--- config.mk ---
export PLATFORM = sky130hd
export DESIGN_NAME = serial_triple_detect
export DESIGN_NICKNAME = d
export VERILOG_FILES = /design/src/rtl/seqdet_pkg.sv /design/src/rtl/ones_run_counter.sv /design/src/rtl/match_flag_reg.sv /design/src/rtl/serial_triple_detect.sv
export SDC_FILE = /design/constraint.sdc
export NUM_CORES = 1
export LEC_CHECK = 0
export ABC_AREA = 1
export BUFFER_PORTS_ARGS = -buffer_cell sky130_fd_sc_hd__buf_2
export CAP_MARGIN = 20
export CORE_AREA = 2 2 39 41
export CTS_BUF_LIST = sky130_fd_sc_hd__clkbuf_16
export CTS_CLUSTER_DIAMETER = 40
export CTS_CLUSTER_SIZE = 20
export DETAILED_ROUTE_END_ITERATION = 7
export DIE_AREA = 0 0 41 43
export GPL_TIMING_DRIVEN = 1
export PLACE_DENSITY = 0.3
export SYNTH_ARGS = -nofsm -noshare
export SYNTH_HDL_FRONTEND = slang
export SYNTH_SLANG_ARGS = --single-unit
--- constraint.sdc ---
create_clock -name clk -period 1.8 [get_ports clk]
set_input_delay 0.18 -clock clk [delete_from_list [all_inputs] [get_ports clk]]
set_output_delay 0.18 -clock clk [all_outputs]
set_load 0.02 [all_outputs]
--- src/rtl/seqdet_pkg.sv ---
// Package: shared helpers for the consecutive-ones run detector.
// Assumes run lengths fit in a 32-bit int before being cast down.
package seqdet_pkg;

    // Next run count: clear on zero, increment on one, saturate at limit.
    function automatic int next_run(input int cur, input logic b, input int limit);
        if (!b)
            return 0;
        else if (cur >= limit)
            return limit;
        else
            return cur + 1;
    endfunction

endpackage

--- src/rtl/ones_run_counter.sv ---
// Module: ones_run_counter
// Counts consecutive valid ones, saturating at MATCH_LEN.
// Exposes both the registered count and the value it will take next.
// Assumes synchronous active-low reset and MATCH_LEN >= 1.
module ones_run_counter
    import seqdet_pkg::*;
#(
    parameter int MATCH_LEN = 3,
    localparam int CNT_W = $clog2(MATCH_LEN + 1)
) (
    input  logic             clk,
    input  logic             rst_n,
    input  logic             bit_vld,
    input  logic             bit_in,
    output logic [CNT_W-1:0] run_q,
    output logic [CNT_W-1:0] run_d
);

    // Next-state: hold when not valid, else apply the saturating rule.
    always_comb begin
        if (bit_vld)
            run_d = CNT_W'(next_run(int'(run_q), bit_in, MATCH_LEN));
        else
            run_d = run_q;
    end

    // State register with synchronous reset.
    always_ff @(posedge clk) begin
        if (!rst_n)
            run_q <= '0;
        else
            run_q <= run_d;
    end

    // the count never passes the match length.
    p_run_bounded_r6: assert property (@(posedge clk) disable iff (!rst_n)
        int'(run_q) <= MATCH_LEN);

    // a valid zero clears the count on the next edge.
    p_zero_clears_r4: assert property (@(posedge clk) disable iff (!rst_n)
        (bit_vld && !bit_in) |=> (run_q == '0));

    // an invalid cycle leaves the count unchanged.
    p_hold_count_r5: assert property (@(posedge clk) disable iff (!rst_n)
        !bit_vld |=> $stable(run_q));

endmodule

--- src/rtl/match_flag_reg.sv ---
// Module: match_flag_reg
// Registers the detect flag from the counter's next value.
// Assumes run_d already holds its value during invalid cycles.
module match_flag_reg #(
    parameter int MATCH_LEN = 3,
    localparam int CNT_W = $clog2(MATCH_LEN + 1)
) (
    input  logic             clk,
    input  logic             rst_n,
    input  logic             bit_vld,
    input  logic [CNT_W-1:0] run_q,
    input  logic [CNT_W-1:0] run_d,
    output logic             flag_q
);

    logic hit_d;

    // Detect when the upcoming count reaches the saturated value.
    always_comb hit_d = (run_d == CNT_W'(MATCH_LEN));

    // Flag register; updates only on valid cycles.
    always_ff @(posedge clk) begin
        if (!rst_n)
            flag_q <= 1'b0;
        else if (bit_vld)
            flag_q <= hit_d;
    end

    // reset forces the flag low.
    p_reset_clear_r1: assert property (@(posedge clk)
        !rst_n |=> !flag_q);

    // a one completing the run raises the flag.
    p_third_one_r2: assert property (@(posedge clk) disable iff (!rst_n)
        (bit_vld && run_d != run_q && run_d == CNT_W'(MATCH_LEN)) |=> flag_q);

    // invalid cycles hold the flag.
    p_hold_flag_r5: assert property (@(posedge clk) disable iff (!rst_n)
        !bit_vld |=> $stable(flag_q));

endmodule

--- src/rtl/serial_triple_detect.sv ---
// Module: serial_triple_detect (top)
// Overlapping detector for MATCH_LEN consecutive valid ones on a serial input.
// Assumes one qualified bit per cycle at most; synchronous active-low reset.
module serial_triple_detect #(
    parameter int MATCH_LEN = 3
) (
    input  logic clk,
    input  logic rst_n,
    input  logic bit_vld,
    input  logic bit_in,
    output logic match_o
);

    localparam int CNT_W = $clog2(MATCH_LEN + 1);

    logic [CNT_W-1:0] run_q;
    logic [CNT_W-1:0] run_d;

    ones_run_counter #(.MATCH_LEN(MATCH_LEN)) u_count (
        .clk     (clk),
        .rst_n   (rst_n),
        .bit_vld (bit_vld),
        .bit_in  (bit_in),
        .run_q   (run_q),
        .run_d   (run_d)
    );

    match_flag_reg #(.MATCH_LEN(MATCH_LEN)) u_flag (
        .clk     (clk),
        .rst_n   (rst_n),
        .bit_vld (bit_vld),
        .run_q   (run_q),
        .run_d   (run_d),
        .flag_q  (match_o)
    );

    // a valid zero drops the flag on the sampling edge.
    p_zero_drops_r4: assert property (@(posedge clk) disable iff (!rst_n)
        (bit_vld && !bit_in) |=> !match_o);

    // the flag can only rise on a valid one.
    p_rise_on_one_r7: assert property (@(posedge clk) disable iff (!rst_n)
        (!match_o && !(bit_vld && bit_in)) |=> !match_o);

endmodule

Word-level counts from Yosys, hierarchy flattened:

Cells that the tools add are included.

* flip-flop bits (word level): 3
* output and inout port bits: 1
* logic and storage cells: 8

* add/subtract/negate cells: 1
* magnitude comparators: 1
* equal/unequal tests: 1
* multiplexer cells: 3

Operators with widths (number)
* $mux 2: 3
* $add 2x1->2 const B: 1
* $eq 2x2->1 const B: 1
* $ge 2x2->1 const B: 1

Depth between registers and ports, before layout:

* word-level depth: 5
* gate-level depth with buffers: 4
* depth with buffers taken out: 4

By module:

Synthesis repeated with hierarchy kept, for this count alone.

* cells, all modules: 22
* area, all modules: 150.1 um2

By module, submodules not included
* ones_run_counter: instances 1, cells an instance 17, area an instance 108.9 um2
* match_flag_reg: instances 1, cells an instance 5, area an instance 41.3 um2

Worst setup path after synthesis:

OpenSTA, ideal clock, no wires.

* kind: flip-flop to flip-flop
* start point: register u_flag.flag_q (netlist name)
* end point: register u_flag.flag_q
* library setup time: 0.070 ns
* arrival time: 0.607 ns
* data required time: 1.730 ns
* path slack: 1.124 ns
* stages on the path, launching flop included: 3
* path buffers: 0
* path through: dfxtp_1 > nand2_1 > a21oi_1

RTL lines
* to (signal assigned): RTL line match_flag_reg.sv:26 `flag_q <= hit_d;`
* to (decl): RTL line match_flag_reg.sv:13 `output logic flag_q`

Worst setup path after layout:

* start point: register u_flag.flag_q
* end point: output port match_o

RTL lines
* to (decl): RTL line serial_triple_detect.sv:11 `output logic match_o`

No word-level cell between the ends.

==> metrics <==
Clock Skew 0.0004055 ns; post-CTS setup buffers 0; Synth cell types 9; post-route setup TNS 0 ns; Synth Cell Area 125.1 sq um; die area 1763 sq um; total CTS buffers 3; Final Hold Violating Endpoints 0; Nets 29; worst-skew pair later-pin latency 0.22 ns; WP buf/inv 1; Comb power frac 0.032; Die Wd 41 microns; layout cell share with drive strength beyond 1 0.3750; H-tree levels 1; Leak 0.0001072 uW; Row Count 14; Pre-antenna DRT Iters 1; Mapped Cells 16; Worst-Margin Slew 0.1138 ns; DRT Wirelength 274 microns; placed instance count 36; sequential share of the synthesized area 0.4800; Port Buf Inserts 4; Internal 361.3 uW; Crit path max-delay family flip-flops; Reg-to-Reg Start u_count.run_q[1]$_SDFF_PN0_; crit-path cells buf_2; syn_area_per_cell 7.820 sq um; Worst Hold Class in2reg; Resized cells post-CTS 0; Fmax 1142 MHz; Mapped Nets 20; clock slew at reported path FFs 0.03 ns; Critical Path Source u_flag.flag_q$_SDFFE_PN0P_; Post-route DRC 0; final period utilization 0.4863; Hold Slack 0.2292 ns; GPL Wtd Cong 0.5384; core area 1384 sq um; Max-Cap Viols 0; Die H 43 microns; top post-synthesis cells by count dfxtp_1, inv_1, nand2_1; CTS Hold Buffers Added 0; Max FO, Critical Path 2; RSZ-0062 raised after global routing no; vias in the first global route 112; Post-DRT Antenna Nets 0; crit path max-delay cell type dfxtp_1; max_slew headroom 0.9236; first-pass GRT wire length 414 microns; clk sinks 3; Post-synth EDFFs 0; Max stage delay on crit path 0.31 ns; Clk pwr share 0.804; I/O pin cnt 5; cell taking the most area after synthesis dfxtp_1; Non-Filler Instances 40; final setup vio count 0; top cells by area in the synthesized netlist dfxtp_1, inv_1, nand2_1, a21oi_1, nand3_2; Flop pwr share 0.165; Final Slew Violations 0; Global Route Usage Sum 0.04112; critical path arrival 0.70 ns; ANT cells 0; Root Driver clkbuf_16; pin count of the biggest net entering global routing 5; Top FF cell, synth dfxtp_1; Worst Hold Launch rst_n; WL per Instance 6.850 microns; Req. time, crit path 1.62 ns; TritonCTS clock tree done; P&R area growth vs syn 95.00%; critical path class reg2out; switching share of power 0.1562; effective utilization at floorplan 0.09042; Power Dens Cells 1755 nW/um^2; Period minus WS final 0.8753 ns; ys async rst share 0; status finished clean; Seq cells post-synth 3; Startpoint Class flip-flop; top-area cell type share of the netlist area 0.4800; synth warn 0; CTS max path bufs 2; VDD IR-drop max 0.4446 mV; routed vias/inst 3.025; Vias 121; crit end category primary output; grt ovf 0; Initial DRC Count 0; initial antenna violation count 0; Psw 66.87 uW
[layer usage]
layer  vias to the layer above  part of all wire  GRT usage
met5                         -                 0          0
met4                         0                 0    0.06000
met3                         0              0.16    0.03141
met2                         5              0.36    0.04063
met1                        50              0.48    0.04167
li1                         66                 -          -
[power groups by stage]
stage | registers [uW] | clock network [uW] | logic, uW
finish | 70.5 | 344 | 13.5
global route | 70.9 | 358 | 14.9
CTS | 70.5 | 351 | 13.6
detailed placement | 71.4 | 0 | 13.6
global placement | 71.5 | 0 | 13.6
floorplan | 71.3 | 0 | 7.12
[registers in the layout, indices dropped and copies added, names as in the netlist]
| name | count |
|---|---|
| u_count.run_q | 2 |
| u_flag.flag_q | 1 |
[path summary, 6_finish.rpt]
kind              cells after the start                          end  slack, ns
setup / recovery                      1                      match_o       0.92
hold / removal                        3  u_count.run_q[0]$_SDFF_PN0_       0.23
setup reg to reg                      4  u_count.run_q[0]$_SDFF_PN0_       1.12
hold reg to reg                       2   u_flag.flag_q$_SDFFE_PN0P_       0.46
[area by class of cell]
cell class              count  area (sq um)
flip-flops and latches      3         60.06
clock inverters             1         3.754
clock buffers               3         75.07
fillers                   156          1140
inverters                   3         11.26
repair buffers              4         20.02
multi-input cells          10         53.80
well taps                  16         20.02
[metrics by stage]
step,setup slack [ns],instance area (sq um),power [uW],util
floorplan,1.124,125.1,78.47,-
global placement,1.122,165.2,85.03,0.1193
detailed placement,1.124,165.2,84.94,0.1193
CTS,0.9181,244.0,434.6,0.1763
global route,0.8887,244.0,444.2,0.1763
finish,0.9247,244.0,428.1,0.1763
[placed cells by master (no fill, tap or decap)]
master	netlist	routed
o21ai_1	1	1
clkbuf_16	0	3
nand3_2	1	1
inv_1	3	4
buf_2	0	4
a21oi_2	1	1
nand2_1	3	3
nand3_1	1	1
dfxtp_1	3	3
nor2_1	1	1
a21oi_1	2	2
[cell families after synthesis]
kind of cell           after synthesis  synth area share
and+or+nand+nor                      6            0.2399
buffers and inverters                3           0.08999
AOI/OAI and AO/OA                    4            0.1900
DFF                                  3            0.4800
Power figures use the tool's default switching activity.
